--- config.mk ---
export PLATFORM = sky130hd
export DESIGN_NAME = dma_xfer_seq
export DESIGN_NICKNAME = d
export VERILOG_FILES = /design/src/rtl/dma_seq_pkg.sv /design/src/rtl/dma_seq_arb.sv /design/src/rtl/dma_seq_fsm.sv /design/src/rtl/dma_seq_cmd.sv /design/src/rtl/dma_seq_hold.sv /design/src/rtl/dma_xfer_seq.sv
export SDC_FILE = /design/constraint.sdc
export NUM_CORES = 1
export LEC_CHECK = 0
export ABC_AREA = 1
export CAP_MARGIN = 0
export CORE_MARGIN = 4
export CORE_UTILIZATION = 28
export CTS_CLUSTER_SIZE = 25
export DETAILED_ROUTE_END_ITERATION = 12
export HOLD_SLACK_MARGIN = 0.02
export SYNTH_ARGS = -nofsm -noshare
export SYNTH_HDL_FRONTEND = slang
export SYNTH_SLANG_ARGS = --single-unit
--- constraint.sdc ---
create_clock -name clk -period 1.8 [get_ports clk]
set_input_delay 0.54 -clock clk [delete_from_list [all_inputs] [get_ports clk]]
set_output_delay 0.54 -clock clk [all_outputs]
set_load 0.03 [all_outputs]
--- src/rtl/dma_seq_pkg.sv ---
package dma_seq_pkg;

   typedef enum logic [2:0] {
      ST_SI = 3'd0,
      ST_SP = 3'd1,
      ST_S0 = 3'd2,
      ST_S1 = 3'd3,
      ST_S2 = 3'd4,
      ST_S3 = 3'd5,
      ST_S4 = 3'd6
   } seq_state_t;

   typedef enum logic [1:0] {
      XF_M2IO = 2'd0,
      XF_IO2M = 2'd1,
      XF_M2M  = 2'd2,
      XF_OFF  = 2'd3
   } xfer_t;

   localparam int MODE_W = 3;

endpackage

--- src/rtl/dma_seq_arb.sv ---
module dma_seq_arb
   import dma_seq_pkg::*;
#(
   parameter int NCH  = 4,
   parameter int CH_W = 2
) (
   input  logic [NCH-1:0]        req,
   input  logic [MODE_W*NCH-1:0] mode,
   output logic                  any,
   output logic [CH_W-1:0]       win_ch,
   output logic [MODE_W-1:0]     win_mode
);

   logic [NCH-1:0] live;

   generate
      for (genvar gi = 0; gi < NCH; gi++) begin : g_live
         assign live[gi] = req[gi] && (mode[MODE_W*gi +: 2] != XF_OFF);
      end
   endgenerate

   assign any = |live;

   always_comb begin
      win_ch   = '0;
      win_mode = '0;
      for (int i = NCH - 1; i >= 0; i--) begin
         if (live[i]) begin
            win_ch   = CH_W'(i);
            win_mode = mode[MODE_W*i +: MODE_W];
         end
      end
   end

endmodule

--- src/rtl/dma_seq_fsm.sv ---
module dma_seq_fsm
   import dma_seq_pkg::*;
#(
   parameter int CH_W         = 2,
   parameter int STRETCH_CLKS = 1,
   parameter int SCW          = 1
) (
   input  logic              clk,
   input  logic              rst_n,
   input  logic              cpu_sel,
   input  logic              hlda,
   input  logic              ready,
   input  logic              req_any,
   input  logic [CH_W-1:0]   win_ch,
   input  logic [MODE_W-1:0] win_mode,
   output seq_state_t        state,
   output logic              phase,
   output logic [CH_W-1:0]   cur_ch,
   output xfer_t             cur_type,
   output logic              hrq
);

   logic           cur_str;
   logic [SCW-1:0] scnt;

   always_ff @(posedge clk or negedge rst_n) begin
      if (!rst_n) begin
         state    <= ST_SI;
         phase    <= 1'b0;
         cur_ch   <= '0;
         cur_type <= XF_M2IO;
         cur_str  <= 1'b0;
         scnt     <= '0;
      end else begin
         case (state)
            ST_SI: begin
               if (cpu_sel)      state <= ST_SP;
               else if (req_any) state <= ST_S0;
            end
            ST_SP: begin
               if (!cpu_sel) state <= ST_SI;
            end
            ST_S0: begin
               if (!req_any) begin
                  state <= ST_SI;
               end else if (hlda) begin
                  state    <= ST_S1;
                  phase    <= 1'b0;
                  cur_ch   <= win_ch;
                  cur_type <= xfer_t'(win_mode[1:0]);
                  cur_str  <= win_mode[2];
               end
            end
            ST_S1: begin
               state <= ST_S2;
               scnt  <= cur_str ? SCW'(STRETCH_CLKS) : '0;
            end
            ST_S2: begin
               if (scnt == '0) state <= ST_S3;
               else            scnt  <= scnt - 1'b1;
            end
            ST_S3: begin
               if (ready) state <= ST_S4;
            end
            ST_S4: begin
               if (cur_type == XF_M2M && !phase) begin
                  state <= ST_S1;
                  phase <= 1'b1;
               end else if (req_any) begin
                  state    <= ST_S1;
                  phase    <= 1'b0;
                  cur_ch   <= win_ch;
                  cur_type <= xfer_t'(win_mode[1:0]);
                  cur_str  <= win_mode[2];
               end else begin
                  state <= ST_SI;
                  phase <= 1'b0;
               end
            end
            default: state <= ST_SI;
         endcase
      end
   end

   assign hrq = (state != ST_SI) && (state != ST_SP);

   AST_PROG_FIRST: assert property (@(posedge clk) disable iff (!rst_n)
      (state == ST_SI && cpu_sel) |=> (state == ST_SP));

   AST_NO_HOLD_NO_GO: assert property (@(posedge clk) disable iff (!rst_n)
      (state == ST_S0 && !hlda) |=> (state != ST_S1));

   AST_WAIT_READY: assert property (@(posedge clk) disable iff (!rst_n)
      (state == ST_S3 && !ready) |=> (state == ST_S3));

   AST_M2M_SECOND: assert property (@(posedge clk) disable iff (!rst_n)
      (state == ST_S4 && cur_type == XF_M2M && !phase) |=> (state == ST_S1 && phase));

endmodule

--- src/rtl/dma_seq_cmd.sv ---
module dma_seq_cmd
   import dma_seq_pkg::*;
#(
   parameter int NCH  = 4,
   parameter int CH_W = 2
) (
   input  seq_state_t      state,
   input  logic            phase,
   input  logic [CH_W-1:0] cur_ch,
   input  xfer_t           cur_type,
   input  logic            ready,
   output logic            mem_rd,
   output logic            mem_wr,
   output logic            io_rd,
   output logic            io_wr,
   output logic            adr_inc,
   output logic            hold_load,
   output logic            dbus_oe,
   output logic [NCH-1:0]  dack
);

   logic cmd_on;
   logic in_xfer;
   logic is_m2m;

   assign cmd_on  = (state == ST_S2) || (state == ST_S3);
   assign in_xfer = cmd_on || (state == ST_S1) || (state == ST_S4);
   assign is_m2m  = (cur_type == XF_M2M);

   assign mem_rd    = cmd_on && ((cur_type == XF_M2IO) || (is_m2m && !phase));
   assign io_wr     = cmd_on && (cur_type == XF_M2IO);
   assign io_rd     = cmd_on && (cur_type == XF_IO2M);
   assign mem_wr    = cmd_on && ((cur_type == XF_IO2M) || (is_m2m && phase));
   assign adr_inc   = (state == ST_S4);
   assign hold_load = (state == ST_S3) && ready && is_m2m && !phase;
   assign dbus_oe   = in_xfer && is_m2m && phase;

   generate
      for (genvar gi = 0; gi < NCH; gi++) begin : g_ack
         assign dack[gi] = in_xfer && (cur_ch == CH_W'(gi));
      end
   endgenerate

endmodule

--- src/rtl/dma_seq_hold.sv ---
module dma_seq_hold #(
   parameter int HOLD_W = 8
) (
   input  logic              clk,
   input  logic              rst_n,
   input  logic              load,
   input  logic [HOLD_W-1:0] d,
   output logic [HOLD_W-1:0] q
);

   always_ff @(posedge clk or negedge rst_n) begin
      if (!rst_n)    q <= '0;
      else if (load) q <= d;
   end

   AST_HOLD_STABLE: assert property (@(posedge clk) disable iff (!rst_n)
      !load |=> $stable(q));

endmodule

--- src/rtl/dma_xfer_seq.sv ---
module dma_xfer_seq
   import dma_seq_pkg::*;
#(
   parameter int NCH          = 4,
   parameter int HOLD_W       = 8,
   parameter int STRETCH_CLKS = 1
) (
   input  logic                  clk,
   input  logic                  rst_n,
   input  logic [NCH-1:0]        dreq,
   input  logic [MODE_W*NCH-1:0] chan_mode,
   input  logic                  cpu_sel,
   input  logic                  hlda,
   input  logic                  ready,
   input  logic [HOLD_W-1:0]     dbus_in,
   output logic                  hrq,
   output logic                  mem_rd,
   output logic                  mem_wr,
   output logic                  io_rd,
   output logic                  io_wr,
   output logic                  adr_inc,
   output logic [NCH-1:0]        dack,
   output logic [HOLD_W-1:0]     dbus_out,
   output logic                  dbus_oe
);

   localparam int CH_W = (NCH > 1) ? $clog2(NCH) : 1;
   localparam int SCW  = (STRETCH_CLKS > 1) ? $clog2(STRETCH_CLKS + 1) : 1;

   generate
      if (NCH < 1 || NCH > 16) begin : g_bad_nch
         $error("dma_xfer_seq: NCH must be 1..16");
      end
      if (HOLD_W < 1) begin : g_bad_hold
         $error("dma_xfer_seq: HOLD_W must be at least 1");
      end
      if (STRETCH_CLKS < 1 || STRETCH_CLKS > 15) begin : g_bad_str
         $error("dma_xfer_seq: STRETCH_CLKS must be 1..15");
      end
   endgenerate

   logic              req_any;
   logic [CH_W-1:0]   win_ch;
   logic [MODE_W-1:0] win_mode;
   seq_state_t        state;
   logic              phase;
   logic [CH_W-1:0]   cur_ch;
   xfer_t             cur_type;
   logic              hold_load;

   dma_seq_arb #(.NCH(NCH), .CH_W(CH_W)) u_arb (
      .req      (dreq),
      .mode     (chan_mode),
      .any      (req_any),
      .win_ch   (win_ch),
      .win_mode (win_mode)
   );

   dma_seq_fsm #(.CH_W(CH_W), .STRETCH_CLKS(STRETCH_CLKS), .SCW(SCW)) u_fsm (
      .clk      (clk),
      .rst_n    (rst_n),
      .cpu_sel  (cpu_sel),
      .hlda     (hlda),
      .ready    (ready),
      .req_any  (req_any),
      .win_ch   (win_ch),
      .win_mode (win_mode),
      .state    (state),
      .phase    (phase),
      .cur_ch   (cur_ch),
      .cur_type (cur_type),
      .hrq      (hrq)
   );

   dma_seq_cmd #(.NCH(NCH), .CH_W(CH_W)) u_cmd (
      .state     (state),
      .phase     (phase),
      .cur_ch    (cur_ch),
      .cur_type  (cur_type),
      .ready     (ready),
      .mem_rd    (mem_rd),
      .mem_wr    (mem_wr),
      .io_rd     (io_rd),
      .io_wr     (io_wr),
      .adr_inc   (adr_inc),
      .hold_load (hold_load),
      .dbus_oe   (dbus_oe),
      .dack      (dack)
   );

   dma_seq_hold #(.HOLD_W(HOLD_W)) u_hold (
      .clk   (clk),
      .rst_n (rst_n),
      .load  (hold_load),
      .d     (dbus_in),
      .q     (dbus_out)
   );

   AST_STROBE_NEEDS_HRQ: assert property (@(posedge clk) disable iff (!rst_n)
      (mem_rd || mem_wr || io_rd || io_wr) |-> (hrq && dack != '0));

   AST_ACK_ONEHOT: assert property (@(posedge clk) disable iff (!rst_n)
      $onehot0(dack));

   AST_NO_BUS_CONFLICT: assert property (@(posedge clk) disable iff (!rst_n)
      !(mem_rd && io_rd) && !(mem_wr && io_wr));

   AST_INC_SINGLE: assert property (@(posedge clk) disable iff (!rst_n)
      adr_inc |=> !adr_inc);

   AST_INC_QUIET: assert property (@(posedge clk) disable iff (!rst_n)
      adr_inc |-> !(mem_rd || mem_wr || io_rd || io_wr));

endmodule

; After elaboration in Yosys (flattened, before gate mapping)
; Cells that the tools add are included.
[op_classes]
add_sub_neg = 1
n_eq_ne = 25
n_reduce_logical = 36
muxes = 40
[op_table]
columns = op, count
row1 = $mux 3, 12
row2 = $mux 2, 13
row3 = $pmux 3 s7, 1
row4 = $logic_and 1x1->1, 20
row5 = $ne 2x2->1 const B, 9
row6 = $reduce_and 5->1, 2
row7 = $eq 3x3->1 const B, 3
row8 = $mux 1, 9
row9 = $pmux 2 s2, 2
row10 = $eq 2x2->1 const B, 3
row11 = $eq 3x2->1 const B, 2
row12 = $pmux 1 s2, 3
row13 = $logic_or 1x1->1, 5
row14 = $eq 2x1->1 const B, 2
row15 = $logic_not 2->1, 2
row16 = $ne 2x1->1 const B, 2
row17 = $reduce_bool 2->1, 2
row18 = $reduce_or 4->1, 1
row19 = $eq 3x1->1 const B, 1
row20 = $logic_not 3->1, 1
row21 = $ne 3x1->1 const B, 1
row22 = $ne 3x2->1 const B, 1
row23 = $ne 3x3->1 const B, 1
row24 = $reduce_and 3->1, 1
row25 = 3 further kinds, 3
[totals]
reg_bits = 18

; Longest topological paths before layout
[depth]
word_depth = 9
mapped_depth = 10

; By module
; From an unflattened synthesis, not the netlist that was laid out.
[hier_totals]
cells_unflattened = 197
hier_area_um2 = 1253.7
[by_module_without_submodules]
columns = mod, area_each_um2, n_inst, seq_area_each_um2, cells_per_inst
row1 = dma_seq_fsm, 559.3, 1, 250.2, 74
row2 = dma_seq_hold, 305.3, 1, 200.2, 34
row3 = dma_seq_arb, 216.5, 1, 0.0, 48
row4 = dma_seq_cmd, 172.7, 1, 0.0, 41

; Least setup slack after synthesis
; No wires, ideal clock.
[synth_timing]
kind = flip-flop to output port
startpoint = register u_fsm.state[0]
endpoint = output dack[0]
stages_incl_launch_ff = 6
arrival_time_ns = 1.738
setup_slack_ns = -0.478
path_cell_list = dfrtp_1 -> inv_2 -> nand2_2 -> nor2_2 -> nor2_1 -> nor3_1
[synth_between]
word_cells_on_any_way = 8
[synth_rtl]
columns = item, line
row1 = "start, declared", dma_seq_fsm.sv:16  ; output seq_state_t state,
row2 = "start signal, assigned", dma_seq_fsm.sv:28  ; state <= ST_SI;
row3 = "start signal, assigned", dma_seq_fsm.sv:37  ; if (cpu_sel) state <= ST_SP;
row4 = "start signal, assigned", dma_seq_fsm.sv:38  ; else if (req_any) state <= ST_S0;
row5 = $eq 3x3->1, -
row6 = via adr_inc, dma_xfer_seq.sv:21  ; output logic adr_inc,
row7 = $logic_or 1x1->1, dma_seq_cmd.sv:27  ; assign in_xfer = cmd_on || (state == ST_S1) || (state == ST_S4);
row8 = $logic_and 1x1->1, dma_seq_cmd.sv:40  ; assign dack[gi] = in_xfer && (cur_ch == CH_W'(gi));
row9 = "end, declared", dma_xfer_seq.sv:22  ; output logic [NCH-1:0] dack,
; The timed path passes the listed nets, and every way through them passes these cells.

; Final worst setup path
[layout_timing]
startpoint = register u_fsm.state[0]
endpoint = register u_fsm.state[2]
[layout_between]
elab_chain_len = 3
word_cells_on_any_way = 14
[layout_rtl]
columns = item, line
row1 = "$eq 3x2->1, or another cell as far along", dma_seq_fsm.sv:35  ; case (state)
row2 = "$ne 3x3->1 (no source line), or another cell as far along", -
row3 = $reduce_and 5->1 (no source line), -
; Several ways; a longest one is shown, not always the timed one.
; A chain may end at the register's enable or synchronous reset.

==> metrics.md <==
| Metric | Value |
|---|---|
| Outcome | `finished, violations left` |
| Violated checks | `negative setup slack` |
| Max Root-Sink Buffers | `2` |
| Vias | `1312` |
| Number of routed nets with antenna violations | `0` |
| Cells after synthesis | `154` |
| Avg Cell Area, Syn | `7.26 µm²` |
| Total Power | `0.00306 W` |
| Largest net degree at the start of global routing | `19` |
| Syn. warnings | `0` |
| Final nets | `270` |
| Final Instance Count excl. Fillers | `288` |
| Period minus WS final | `1.99 ns` |
| FILL cells | `352` |
| Final Core Density | `55.6%` |
| Dpl hpwl | `2500 µm` |
| Worst path arrival time | `2.14 ns` |
| Slew Limit Fails | `0` |
| Net count after synthesis | `183` |
| Vias in the first global route | `1385` |
| First-pass GRT wire length | `5640 µm` |
| Final Skew | `0.00272 ns` |
| Clk sinks | `18` |
| Synthesis-to-finish area growth | `87.7%` |
| Drt via density | `4.56` |
| Final Hold Vio Count | `0` |
| Total global routing overflow | `0` |
| Post-synth top area share | `40.3%` |
| IO Count | `48` |
| Layout cells sized above 1 | `35.8%` |
| Gr usage total | `13.6%` |
| Worst r2r dst | `u_fsm.state[2]` |
| WL per Instance | `11.5 µm` |
| Leakage Power | `1.10 nW` |
| Fin crit share | `111%` |
| Cell variety after synth | `24` |
| Ant diodes | `0` |
| Reg clk slew, reported paths | `0.07 ns` |
| DRC violation total after the first TritonRoute iteration | `27` |
| CP Launch Type | `flip-flop` |
| Worst hold path type | `reg -> reg` |
| Die Wd | `71.2 µm` |
| Final setup viols | `8` |
| Critical path required time | `1.95 ns` |
| CTS tree | `yes` |
| DIE AREA | `5070 µm²` |
| Area contributors post-synth | `dfrtp_1 (40%), nand2_1 (18%), mux2_2 (7.1%), inv_1 (6.7%), nor2_1 (4.0%)` |
| Count leader, synth | `nand2_1` |
| Post-Syn Area | `1120 µm²` |
| Crit Reg-Reg Startpoint | `u_fsm.state[0]` |
| Slew margin rel. | `71.4%` |
| Fmax | `0.502 GHz` |
| Port Buffers | `47` |
| Critical Path Fanout Max | `3` |
| CTS Root Cell | `clkbuf_8` |
| Max-cap violation count | `0` |
| Core Region | `3770 µm²` |
| Num CTS Buffers | `3` |
| Reg2reg path depth | `13` |
| CTS Hold Buffers Added | `0` |
| Worst skew pair latency | `0.26 ns` |
| Setup crit end | `u_fsm.state[2]` |
| Htree depth | `1` |
| Fraction of registers with async set/reset | `100%` |
| Register area share after synthesis | `40.3%` |
| Most frequent cells after synthesis | `nand2_1 (55), inv_1 (20), dfrtp_1 (18), nor2_1 (12)` |
| TritonRoute pass-1 iters | `4` |
| Synth Register Bits | `18` |
| Row cnt | `22` |
| Die H | `71.2 µm` |
| Tightest Pin Transition | `0.429 ns` |
| Setup ws final | `-0.193 ns` |
| Total routed wirelength | `3300 µm` |
| EDFF count, synth | `0` |
| Antenna violations before repair | `0` |
| Initial Util | `29.6%` |
| Reg-to-reg slack, setup | `-0.19 ns` |
| Final GP Congestion | `0.882` |
| Crit path from | `u_fsm.state[0]` |
| Leading area contributor after synthesis | `dfrtp_1` |
| CP Capture Type | `flip-flop` |
| Power Density | `1460 nW/µm²` |
| Placed cell count | `262` |
| Peak supply drop | `0.596 mV` |
| RSZ-0062 raised after global routing | `yes` |
| Critical path type | `reg -> reg` |
| DR DRC count | `0` |
| Top FF cell, synth | `dfrtp_1` |
-- critical path, cell delays in order, from the launching register on --
cell and delay [ns]:
dfrtp_1 0.41, buf_4 0.16, nand3_4 0.07, nand2_2 0.06
buf_4 0.13, buf_4 0.12, buf_4 0.12, buf_4 0.12
buf_4 0.12, buf_4 0.12, buf_4 0.12, buf_4 0.12
buf_4 0.12, buf_4 0.12
-- worst min path at each step --
stage | slack, ns | start | cells past startpoint | endpoint
2_1_floorplan | 0.24 | rst_n | 0 | u_fsm.cur_ch[0]
3_3_place_gp | 0.47 | u_fsm.phase | 2 | u_fsm.phase
3_5_place_dp | 0.48 | u_fsm.cur_str | 2 | u_fsm.cur_str
4_1_cts | 0.50 | u_fsm.cur_str | 2 | u_fsm.cur_str
5_1_grt | 0.52 | u_hold.q[5] | 1 | u_hold.q[5]
6_report | 0.49 | u_fsm.cur_str | 2 | u_fsm.cur_str
-- metrics by stage --
stage | worst slack, ns | hold WS [ns] | instance area, µm² | setup TNS (ns)
6_report | -0.193 | 0.493 | 2100 | -1.25
5_1_grt | -0.292 | 0.525 | 2100 | -2.17
4_1_cts | -0.179 | 0.503 | 2050 | -1.31
3_5_place_dp | -0.211 | 0.484 | 1800 | -1.28
3_3_place_gp | -0.154 | 0.470 | 1800 | -0.977
2_1_floorplan | -0.0126 | 0.244 | 1180 | -0.0615
-- registers in the layout (all words and copies together), names as in the netlist --
register        count
u_hold.q            8
u_fsm.state         3
u_fsm.cur_ch        2
u_fsm.cur_type      2
u_fsm.cur_str       1
u_fsm.phase         1
u_fsm.scnt          1
-- per-layer routing --
layer  GRT usage (%)  wire [µm]
met5               0          0
met2            24.8       1740
met4            4.59         38
met1            15.2       1300
met3            3.41        217
-- area by class of cell --
class | instances | area (µm²) | share of cell area, %
clock buffers | 4 | 55.1 | 2.63
repair buffers | 82 | 761 | 36.3
flip-flops and latches | 18 | 454 | 21.7
multi-input cells | 113 | 678 | 32.3
inverters | 23 | 88.8 | 4.24
well taps | 48 | 60.1 | 2.86
-- kinds of logic (layout without fill, tap and decap cells) --
family	after synthesis	in the layout	synth area share, %
and+or+nand+nor	89	89	35.1
buffers and inverters	23	109	7.73
DFF	18	18	40.3
AOI/OAI and AO/OA	16	16	8.85
muxes	8	8	8.06
-- power by group --
group          leakage, nW  switching [W]  internal [W]
clock               0.0288       0.000140      0.000195
combinational        0.836        0.00102      0.000954
sequential           0.232       0.000160      0.000588
total                 1.10        0.00132       0.00174
-- layout by cell type (no fill, tap or decap), types with 3 or more instances in the layout --
| cell type | instances |
|---|---|
| inv_1 | 19 |
| dfrtp_1 | 15 |
| buf_12 | 3 |
| inv_2 | 3 |
| mux2_2 | 7 |
| nor2_2 | 6 |
| nor2_1 | 8 |
| dfrtp_2 | 3 |
| nand2_1 | 52 |
| nand3_1 | 6 |
| buf_6 | 8 |
| dlygate4sd2_1 | 8 |
| nand2_2 | 5 |
| nor3_4 | 5 |
| clkdlybuf4s50_1 | 28 |
| buf_4 | 34 |
| clkbuf_8 | 4 |
| o21ai_0 | 4 |
-- what timing repair did --
| action | CTS | global route |
|---|---|---|
| endpoints found under the setup margin | 17 | 17 |
| pin swaps | 3 | 2 |
| gates resized for setup | 23 | 13 |
| hold endpoints to repair | 0 | 0 |
| cloned | 0 | 0 |
| setup buffers | 20 | 2 |
No activity file was read; power rests on OpenSTA's default activity.
